==> src/rtl/mbist_pkg.sv <==
package mbist_pkg;

    typedef enum logic [2:0] {
        ST_IDLE,
        ST_WRITE,
        ST_READ,
        ST_FLUSH,
        ST_DONE
    } bist_state_t;

    typedef enum logic [1:0] {
        BG_ZERO,
        BG_ONE,
        BG_ALT
    } bist_bg_t;

endpackage

==> src/rtl/mbist_addr_ctr.sv <==
module mbist_addr_ctr #(
    parameter int ADDR_W = 4
) (
    input  logic              clk,
    input  logic              rst_n,
    input  logic              clr,
    input  logic              inc,
    output logic [ADDR_W-1:0] addr,
    output logic              last
);
    localparam logic [ADDR_W-1:0] TOP = {ADDR_W{1'b1}};

    logic [ADDR_W-1:0] cnt_q;

    always_ff @(posedge clk or negedge rst_n) begin
        if (!rst_n) begin
            cnt_q <= '0;
        end else if (clr) begin
            cnt_q <= '0;
        end else if (inc) begin
            cnt_q <= cnt_q + 1'b1;      // wraps to zero after the top address
        end
    end

    assign addr = cnt_q;
    assign last = (cnt_q == TOP);
endmodule

==> src/rtl/mbist_pattern.sv <==
module mbist_pattern
    import mbist_pkg::*;
#(
    parameter int DATA_W = 8
) (
    input  bist_bg_t          bg,
    output logic [DATA_W-1:0] pattern
);
    logic [DATA_W-1:0] alt;

    // even bit positions carry 1, odd positions carry 0
    for (genvar i = 0; i < DATA_W; i++) begin : g_alt
        assign alt[i] = ((i % 2) == 0) ? 1'b1 : 1'b0;
    end

    always_comb begin
        unique case (bg)
            BG_ZERO: pattern = '0;
            BG_ONE:  pattern = '1;
            BG_ALT:  pattern = alt;
            default: pattern = '0;
        endcase
    end
endmodule

==> src/rtl/mbist_compare.sv <==
module mbist_compare #(
    parameter int ADDR_W = 4,
    parameter int DATA_W = 8
) (
    input  logic              clk,
    input  logic              rst_n,
    input  logic              clr,
    input  logic              sample,
    input  logic [DATA_W-1:0] exp_in,
    input  logic [ADDR_W-1:0] addr_in,
    input  logic [DATA_W-1:0] rdata,
    output logic              fail,
    output logic [ADDR_W-1:0] fail_addr
);
    logic              vld_q;
    logic [DATA_W-1:0] exp_q;
    logic [ADDR_W-1:0] addr_q;
    logic              miss;

    // the expected word and its address travel one cycle behind the read
    always_ff @(posedge clk or negedge rst_n) begin
        if (!rst_n) begin
            vld_q  <= 1'b0;
            exp_q  <= '0;
            addr_q <= '0;
        end else if (clr) begin
            vld_q  <= 1'b0;
        end else begin
            vld_q  <= sample;
            exp_q  <= exp_in;
            addr_q <= addr_in;
        end
    end

    assign miss = vld_q && (rdata != exp_q);

    always_ff @(posedge clk or negedge rst_n) begin
        if (!rst_n) begin
            fail      <= 1'b0;
            fail_addr <= '0;
        end else if (clr) begin
            fail      <= 1'b0;
            fail_addr <= '0;
        end else if (miss && !fail) begin
            fail      <= 1'b1;
            fail_addr <= addr_q;
        end
    end
endmodule

==> src/rtl/mbist_ctrl.sv <==
module mbist_ctrl
    import mbist_pkg::*;
#(
    parameter int ADDR_W = 4,
    parameter int DATA_W = 8
) (
    input  logic              clk,
    input  logic              rst_n,
    input  logic              test_mode,
    input  logic              start,
    input  logic [ADDR_W-1:0] func_addr,
    input  logic [DATA_W-1:0] func_wdata,
    input  logic              func_we,
    input  logic [DATA_W-1:0] ram_rdata,
    output logic [ADDR_W-1:0] ram_addr,
    output logic [DATA_W-1:0] ram_wdata,
    output logic              ram_we,
    output logic              busy,
    output logic              done,
    output logic              fail,
    output logic [ADDR_W-1:0] fail_addr
);
    bist_state_t       state_q, state_d;
    bist_bg_t          bg_q;
    logic [ADDR_W-1:0] t_addr;
    logic [DATA_W-1:0] t_data;
    logic              t_we;
    logic              addr_last;
    logic              go;
    logic              step;
    logic              bg_adv;
    logic              rd_issue;

    assign go = test_mode && start && (state_q == ST_IDLE || state_q == ST_DONE);

    // state register
    always_ff @(posedge clk or negedge rst_n) begin
        if (!rst_n) state_q <= ST_IDLE;
        else        state_q <= state_d;
    end

    // next state
    always_comb begin
        state_d = state_q;
        unique case (state_q)
            ST_IDLE:  if (go) state_d = ST_WRITE;
            ST_WRITE: begin
                if (!test_mode)     state_d = ST_IDLE;
                else if (addr_last) state_d = ST_READ;
            end
            ST_READ: begin
                if (!test_mode)     state_d = ST_IDLE;
                else if (addr_last) state_d = (bg_q == BG_ALT) ? ST_FLUSH : ST_WRITE;
            end
            ST_FLUSH: state_d = test_mode ? ST_DONE : ST_IDLE;
            ST_DONE: begin
                if (!test_mode) state_d = ST_IDLE;
                else if (go)    state_d = ST_WRITE;
            end
            default: state_d = ST_IDLE;
        endcase
    end

    // outputs of the sequencer
    always_comb begin
        t_we     = 1'b0;
        step     = 1'b0;
        rd_issue = 1'b0;
        busy     = 1'b0;
        done     = 1'b0;
        unique case (state_q)
            ST_IDLE:  ;
            ST_WRITE: begin
                t_we = 1'b1;
                step = 1'b1;
                busy = 1'b1;
            end
            ST_READ: begin
                step     = 1'b1;
                rd_issue = test_mode;
                busy     = 1'b1;
            end
            ST_FLUSH: busy = 1'b1;
            ST_DONE:  done = 1'b1;
            default:  ;
        endcase
    end

    assign bg_adv = (state_q == ST_READ) && test_mode && addr_last && (bg_q != BG_ALT);

    // background register
    always_ff @(posedge clk or negedge rst_n) begin
        if (!rst_n) begin
            bg_q <= BG_ZERO;
        end else if (go) begin
            bg_q <= BG_ZERO;
        end else if (bg_adv) begin
            bg_q <= (bg_q == BG_ZERO) ? BG_ONE : BG_ALT;
        end
    end

    mbist_addr_ctr #(.ADDR_W(ADDR_W)) u_ctr (
        .clk   (clk),
        .rst_n (rst_n),
        .clr   (go),
        .inc   (step && test_mode),
        .addr  (t_addr),
        .last  (addr_last)
    );

    mbist_pattern #(.DATA_W(DATA_W)) u_pat (
        .bg      (bg_q),
        .pattern (t_data)
    );

    mbist_compare #(.ADDR_W(ADDR_W), .DATA_W(DATA_W)) u_cmp (
        .clk       (clk),
        .rst_n     (rst_n),
        .clr       (go),
        .sample    (rd_issue),
        .exp_in    (t_data),
        .addr_in   (t_addr),
        .rdata     (ram_rdata),
        .fail      (fail),
        .fail_addr (fail_addr)
    );

    // RAM input multiplexers
    always_comb begin
        if (test_mode) begin
            ram_addr  = t_addr;
            ram_wdata = t_data;
            ram_we    = t_we;
        end else begin
            ram_addr  = func_addr;
            ram_wdata = func_wdata;
            ram_we    = func_we;
        end
    end
endmodule

==> config.mk <==
export PLATFORM = sky130hd
export DESIGN_NAME = mbist_ctrl
export DESIGN_NICKNAME = d
export VERILOG_FILES = /design/src/rtl/mbist_pkg.sv /design/src/rtl/mbist_addr_ctr.sv /design/src/rtl/mbist_pattern.sv /design/src/rtl/mbist_compare.sv /design/src/rtl/mbist_ctrl.sv
export SDC_FILE = /design/constraint.sdc
export NUM_CORES = 1
export LEC_CHECK = 0
export BUFFER_PORTS_ARGS = -buffer_cell sky130_fd_sc_hd__buf_2
export CORE_MARGIN = 2
export CORE_UTILIZATION = 48
export DETAILED_ROUTE_END_ITERATION = 8
export GPL_TIMING_DRIVEN = 0
export HOLD_SLACK_MARGIN = 0.05
export MAX_ROUTING_LAYER = met4
export PLACE_DENSITY_LB_ADDON = 0.1
export SLEW_MARGIN = 25
export SYNTH_ARGS = -nofsm -noshare
export SYNTH_HDL_FRONTEND = slang
export SYNTH_SLANG_ARGS = --single-unit
==> constraint.sdc <==
create_clock -name clk -period 1.8 [get_ports clk]
set_input_delay 0.36 -clock clk [delete_from_list [all_inputs] [get_ports clk]]
set_output_delay 0.36 -clock clk [all_outputs]
set_load 0.05 [all_outputs]
# == Word level (Yosys, flattened, before mapping) ==
# Index checks and enable logic that the tools add are counted.
# classes
addsub,1
eq_ne,11
mux,28
reduce_logical,18
# op_table
cell,n
$mux 3,7
$mux 4,5
$pmux 8 s2,1
$pmux 3 s5,1
$mux 1,9
$logic_and 1x1->1,8
$mux 2,4
$mux 8,1
$ne 8x8->1,1
$eq 3x2->1 const B,2
$ne 3x3->1 const B,2
$reduce_bool 2->1,3
$add 4x1->4 const B,1
$eq 4x4->1 const B,1
$eq 3x1->1 const B,1
$eq 3x3->1 const B,1
$logic_not 3->1,1
$reduce_or 3->1,1
$eq 2x1->1 const B,1
$eq 2x2->1 const B,1
$logic_not 2->1,1
$ne 2x2->1 const B,1
$reduce_and 2->1,1
$reduce_or 2->1,1
other kinds (2),2
# word_totals
register_bits,27
inputBits,25
output_inout_bits,20
word_cells,66

# == Logic depth before layout (Yosys ltp) ==
# Gate-level depths: netlist of the first run.
# depth
word_depth,6
ltp_mapped,5
depth_no_buf,5

# == Modules after synthesis ==
# From an unflattened synthesis of the first run, not the netlist that was laid out.
# hier_totals
cells_unflattened,137
hier_area_um2,1577.8
# by_module_without_submodules
module,n_inst,cells_per_inst,area_each_um2,seq_area_each_um2
mbist_compare,1,59,800.8,450.4
mbist_ctrl,1,52,513.0,125.1
mbist_addr_ctr,1,17,198.9,100.1
mbist_pattern,1,9,65.1,0.0

# == Worst setup path before layout of the first run ==
# OpenSTA, ideal clock, no wires.
# synth_timing
path_kind,in2out
start,input test_mode
end,output ram_wdata[0]
arrival_ps,1801
required_ps,1440
setup_slack_ps,-361
path_stages,3
path_buffers,2
path_cell_list,buf_2 clkbuf_1 o21ai_0
# synth_via
elab_chain_len,1
# synth_rtl
item,line,source
start: declaration,mbist_ctrl.sv:9,"input logic test_mode,"
$mux 8,mbist_ctrl.sv:130,if (test_mode) begin
end: declaration,mbist_ctrl.sv:16,"output logic [DATA_W-1:0] ram_wdata,"
# Every way passes these cells.

# == Worst setup path after layout of the first run ==
# layout_timing
start,register bg_q[1]
end,output ram_wdata[6]
# layout_via
elab_chain_len,3
word_cells_on_any_way,4
cone_classes,2 x eq/ne; 2 x mux
# layout_rtl
item,line,source
start: declaration,mbist_ctrl.sv:24,bist_bg_t bg_q;
start signal: assignment,mbist_ctrl.sv:98,bg_q <= (bg_q == BG_ZERO) ? BG_ONE : BG_ALT;
$eq 2x2->1 or $eq 2x1->1 (tied branches),mbist_pattern.sv:17,unique case (bg)
$pmux 8 s2 *,mbist_pattern.sv:17,
$mux 8 *,mbist_ctrl.sv:130,
# Every way passes the cells marked *; elsewhere a longest branch is shown, timed or not.

==> results of run 1 <==
timing repair:
item	CTS	global route
gates resized for setup	17	25
endpoints found under the setup margin	9	10
endpoints found under the hold margin	21	0
hold buffers	1	0
setup buffers	2	1
pin swaps	0	0
cell usage after synthesis, types with 3 or more instances:
master	n	area, µm²
inv_1	11	41.3
nand2b_1	3	18.8
nand2_1	31	116
nor2_1	8	30.0
dfrtp_1	21	526
mux2i_1	9	90.1
xor2_1	3	26.3
o21ai_0	11	55.1
mux2_2	5	56.3
ha_1	4	50.1
flip-flops by register name, indices dropped and copies added, names as in the netlist:
name / flops
u_cmp.fail: 1
bg_q: 2
state_q: 3
u_cmp.addr_q: 4
u_cmp.vld_q: 1
u_ctr.addr: 4
u_cmp.exp_q: 2
u_cmp.fail_addr: 4
metal layers:
metal | global-route usage, % | routed length [µm] | vias up
li1 | - | - | 559
met1 | 23.9 | 1160 | 522
met2 | 34.5 | 1350 | 31
met3 | 5.74 | 143 | 4
met4 | 2.50 | 24 | 0
met5 | - | 0 | -
cell type report:
cell class,instances,area [µm²],share of cell area [%]
multi-input combinational,100,693,42.1
buffer,4,18.8,1.14
clock inverter,1,5.00,0.304
clock buffer,3,22.5,1.37
timing repair buffer,48,302,18.3
inverter,11,41.3,2.51
tap,30,37.5,2.28
sequential,21,527,32.0
cell usage in the layout (no fill, tap or decap), types with 3 or more instances in the layout:
cell,Yosys,layout
buf_2,2,38
nand2_1,31,29
dfrtp_1,21,20
inv_1,11,10
mux2i_1,9,9
nor2_1,8,7
buf_6,0,7
mux2_2,5,5
buf_4,0,5
o21ai_2,0,4
o21ai_1,1,4
o21ai_0,11,4
nand2b_1,3,3
xor2_1,3,3
clkbuf_4,0,3
worst paths after layout:
kind | start | end | slack (ps) | cells past startpoint
setup / recovery | bg_q[1]$_DFFE_PN0P_ | ram_wdata[6] | 30 | 5
hold / removal | test_mode | state_q[1]$_DFFE_PN0P_ | 320 | 3
setup reg to reg | bg_q[1]$_DFFE_PN0P_ | bg_q[1]$_DFFE_PN0P_ | 70 | 5
hold reg to reg | u_cmp.addr_q[2]$_DFFE_PN0N_ | u_cmp.addr_q[2]$_DFFE_PN0N_ | 480 | 2
max in group asynchronous | rst_n | state_q[0]$_DFFE_PN0P_ | 940 | 2
min in group asynchronous | rst_n | bg_q[1]$_DFFE_PN0P_ | 520 | 2
tightest hold or removal path, cell delays in order:
cell and delay [ps]:
buf_2 120, nand2b_4 80, a21oi_1 40
logic make-up after synthesis:
family	after synthesis	share of synthesized area (%)
simple gates	60	24.3
flops	21	43.3
compound gates	19	9.27
mux	14	12.0
buf+inv	15	4.84
fa+ha+maj	4	4.12
xor+xnor	3	2.16
through the flow:
| step | total power (W) | setup slack (ps) | instances | TNS (ps) | util, % |
|---|---|---|---|---|---|
| 2_1_floorplan | 0.000737 | -361 | 136 | -2890 | - |
| 3_3_place_gp | 0.000816 | 90.3 | 210 | 0 | 60.5 |
| 3_5_place_dp | 0.000826 | 43.3 | 210 | 0 | 60.5 |
| 4_1_cts | 0.00107 | 0.232 | 217 | 0 | 64.5 |
| 5_1_grt | 0.00113 | -9.74 | 218 | -25.6 | 67.7 |
| 6_report | 0.00107 | 33.0 | 218 | 0 | 67.7 |
power breakdown:
| part | switching (W) | internal (W) |
|---|---|---|
| clock network | 0.000147 | 0.0000832 |
| registers | 0.0000361 | 0.000506 |
| logic | 0.000191 | 0.000110 |
==> impl_metrics.csv, run 1 <==
group,metric,value,unit
power,power_density,652,mW/mm²
job,cap_viol_max_count,0,
sta,worstMarginPinSlew,465,ps
sta,finalHoldViolations,0,
min_path,hp-class,"input pin to register",
cells_and_area,fillerInstances,222,
cells_and_area,n_antenna_cell,0,
clock_tree,cts_num_sinks,21,
floorplan,die_area,0.00295,mm²
global_route,grt_pass1_vias,954,
floorplan,coreArea,0.00243,mm²
clock_tree,clk_path_buf_depth,2,
global_route,grt_pass1_wl,4.15,mm
worst_setup_path,crit_type,"register to output port",
worst_setup_path,arrival,1410,ps
detailed_routing,viasPerCell,5.12,
sta,finalSetupViolCount,0,
clock_tree,path_clk_slew,120,ps
global_route,overflow,0,
logic_synthesis,synthCells,136,
sta,skew,3.83,ps
clock_tree,cts_root_buf,"clkbuf_4",
detailed_routing,wl_per_cell,12.3,µm
logic_synthesis,ys.warnings.count,0,
worst_setup_path,crit_path_end_kind,"output port",
worst_setup_path,cp-start-kind,"register",
placement,io_buffers,44,
worst_setup_path,path_buf_inv,2,
clock_tree,cts_tree,"done",
global_route,grt_max_degree,22,
clock_tree,insertion_delay,310,ps
cells_and_area,syn_to_final_growth,35.5,%
sta,fmax,566,MHz
clock_tree,cts_max_level,1,
logic_synthesis,ys_seq_elements,21,
power,cellLeakagePower,0.890,nW
sta,rsz0062_at_grt,"true",
detailed_routing,dr.pass1.iters,4,
logic_synthesis,synth_cell_types,30,
floorplan,die_w,54.3,µm
floorplan,rows,18,
worst_setup_path,cpPeakStageDelay,400,ps
worst_setup_path,crit_family,"flip-flops",
logic_synthesis,ys_seq_area_share,43.3,%
logic_synthesis,async_reset_ff_share,100,%
detailed_routing,routed_wl,2.68,mm
placement,post_dp_cell_area,0.00147,mm²
logic_synthesis,synth_edf_count,0,
sta,drv_slew,0,
clock_tree,numCtsBuffers,3,
status,status,"finished, final reports clean",
sta,hold_slack,320,ps
global_route,grt_use_total,20.0,%
worst_setup_path,crit_required,1440,ps
logic_synthesis,syn_nets,165,
sta,period_share,98.2,%
placement,hpwl,1.92,mm
power,ir_drop,0.637,mV
detailed_routing,vias,1116,
placement,gp_congestion,0.758,
cells_and_area,nets,218,
floorplan,start_util,49.9,%
cells_and_area,fin_area,0.00165,mm²
sta,maxSlewHeadroom,69.0,%
detailed_routing,drtIter0Drc,15,
detailed_routing,drc,0,
logic_synthesis,synth_area,0.00121,mm²
logic_synthesis,synth_flop_cell,"dfrtp_1",
sta,layout_min_cycle_time,1770,ps
worst_setup_path,cp_slowest_cell,"dfrtp_1",
floorplan,ios,45,
global_route,grt_antenna_before_repair,0,
worst_setup_path,path_cells,"inv_2 > ha_4 > nand2_4 > o21ai_2 > buf_6",
cells_and_area,drive_gt1_share,40.4,%
detailed_routing,drtAntennaViolNets,0,
logic_synthesis,avgSynthCellArea,8.93,µm²
worst_setup_path,crit_fanout,4,
floorplan,die_height,54.3,µm
Note: power is estimated with default switching activity, not from simulation.
==> inputs of run 2 (changes only) <==
==> constraint.sdc (replaced) <==
create_clock -name clk -period 1.8 [get_ports clk]
set_input_delay 0.18 -clock clk [delete_from_list [all_inputs] [get_ports clk]]
set_output_delay 0.18 -clock clk [all_outputs]
set_load 0.05 [all_outputs]
==> run 2 against run 1 <==
  * Global-route usage shrank 0.30 points
  * Highest routed layer unchanged
  * Clock power down 2%
  * Sequential cell count is the same
  * Cell count decreased by 0.46%
  * Final area down 6.6%
  * Clock skew grew 0.90 ps
  * Register-to-register slack better by 40 ps
  * Largest cell class unchanged
  * Critical endpoint is now ram_wdata[2]
  * Non-clock buffer count is 1 lower
  * Hold slack worse by 180 ps
  * Count of clock-buffer cells in the layout did not move
  * Fmax rose by 3.9%
  * Sequential power about the same
==> impl_metrics.csv, run 2 (synthesized netlist as in run 1, its figures left out) <==
group,metric,value,unit
power,clockPowerShare,21.7,%
power,ir_drop,0.632,mV
worst_setup_path,crit_path_end_kind,"output port",
detailed_routing,drtIter0Drc,28,
min_path,hp-class,"input pin to register",
floorplan,die_area,0.00295,mm²
detailed_routing,dr.pass1.iters,4,
sta,finalSetupTns,0,ps
global_route,grt_use_total,19.8,%
power,pwr-share-seq,51.7,%
global_route,grt_pass1_vias,949,
clock_tree,cts_num_sinks,21,
worst_setup_path,crit_type,"register to output port",
global_route,overflow,0,
worst_setup_path,crit_required,1620,ps
clock_tree,path_clk_slew,110,ps
cells_and_area,fin_area,0.00154,mm²
sta,layout_min_cycle_time,1700,ps
power,power,0.00104,W
cells_and_area,n_antenna_cell,0,
sta,drv_slew,0,
floorplan,rows,18,
worst_setup_path,crit_fanout,4,
floorplan,die_height,54.3,µm
power,p_int,0.000683,W
sta,finalSetupViolCount,0,
power,comb_power_share,26.6,%
detailed_routing,vias,1100,
floorplan,coreArea,0.00243,mm²
clock_tree,numCtsBuffers,3,
clock_tree,cts_tree,"done",
power,cellLeakagePower,0.849,nW
clock_tree,cts_max_level,1,
sta,finalHoldViolations,0,
placement,post_dp_cell_area,0.00147,mm²
power,power_density,679,mW/mm²
cells_and_area,drive_gt1_share,33.7,%
floorplan,ios,45,
sta,worstMarginPinSlew,469,ps
clock_tree,insertion_delay,310,ps
sta,period_share,94.5,%
cells_and_area,layout_commonest_cell,"buf_2",
floorplan,start_util,49.9,%
global_route,grt_max_degree,22,
worst_setup_path,cp-start-kind,"register",
clock_tree,cts_root_buf,"clkbuf_4",
cells_and_area,final_cell_mix,"buf_2, nand2_1, dfrtp_1",
worst_setup_path,arrival,1520,ps
global_route,grt_antenna_before_repair,0,
placement,dpl_worst_slack,179,ps
global_route,grt_pass1_wl,4.11,mm
sta,maxSlewHeadroom,68.8,%
floorplan,die_w,54.3,µm
power,p_sw_share,34.6,%
status,status,"finished, final reports clean",
clock_tree,clk_path_buf_depth,2,
detailed_routing,drc,0,
detailed_routing,viasPerCell,5.07,
placement,io_buffers,44,
sta,skew,4.73,ps
placement,gp_congestion,0.758,
job,cap_viol_max_count,0,
detailed_routing,routed_wl,2.46,mm
power,p_switching,0.000361,W
cells_and_area,syn_to_final_growth,26.6,%
detailed_routing,wl_per_cell,11.4,µm
cells_and_area,nets,217,
placement,hpwl,1.92,mm
sta,setup_ws,98.9,ps
detailed_routing,drtAntennaViolNets,0,
sta,fmax,588,MHz
-- run 2: timing repair --
| item | 4_1_cts | 5_1_grt |
|---|---|---|
| buffers inserted | 0 | 2 |
| resized for setup | 0 | 7 |
| hold buffers | 1 | 0 |
| endpoints found under the hold margin | 21 | 0 |
| endpoints found under the setup margin | 0 | 4 |
-- run 2: through the flow --
| step | hold WS (ps) | util [%] | cells |
|---|---|---|---|
| after floorplan | -116 | - | 136 |
| after global placement | 160 | 60.5 | 210 |
| after detailed placement | 164 | 60.5 | 210 |
| after CTS | 122 | 62.1 | 215 |
| after global routing | 128 | 63.2 | 217 |
| final | 140 | 63.2 | 217 |
-- run 2: layer usage --
layer | track usage, % | routed length, µm | vias up
li1 | - | - | 556
met1 | 24.1 | 1080 | 510
met2 | 33.3 | 1220 | 32
met3 | 5.74 | 146 | 2
met4 | 2.50 | 8 | 0
met5 | - | 0 | -
-- run 2: power groups by stage --
stage | sequential (W) | clock [W] | combinational [W]
after floorplan | 0.000540 | 0 | 0.000197
after global placement | 0.000547 | 0 | 0.000269
after detailed placement | 0.000550 | 0 | 0.000275
after CTS | 0.000540 | 0.000238 | 0.000278
after global routing | 0.000545 | 0.000250 | 0.000309
final | 0.000540 | 0.000226 | 0.000278
-- run 2: layout make-up --
cell class	instances	area [µm²]
inverter	11	41.3
timing repair buffer	47	255
multi-input combinational	100	633
sequential	21	526
clock inverter	1	5.00
buffer	4	17.5
clock buffer	3	22.5
tap	30	37.5
fill	231	895
-- run 2: final timing paths --
kind / startpoint / to / slack (ps) / cells after the start
hold reg to reg: u_cmp.addr_q[2]$_DFFE_PN0N_ / u_cmp.addr_q[2]$_DFFE_PN0N_ / 480 / 2
setup reg to reg: bg_q[1]$_DFFE_PN0P_ / bg_q[1]$_DFFE_PN0P_ / 110 / 5
setup / recovery: bg_q[1]$_DFFE_PN0P_ / ram_wdata[2] / 100 / 5
hold / removal: test_mode / state_q[1]$_DFFE_PN0P_ / 140 / 3
min in group asynchronous: rst_n / bg_q[1]$_DFFE_PN0P_ / 340 / 2
max in group asynchronous: rst_n / state_q[1]$_DFFE_PN0P_ / 1140 / 2
-- run 2: worst max-delay path: stages (launching register included) --
cell,delay (ps)
dfrtp_1,400
inv_1,70
ha_1,320
nand2_2,80
o21ai_0,90
clkbuf_4,260
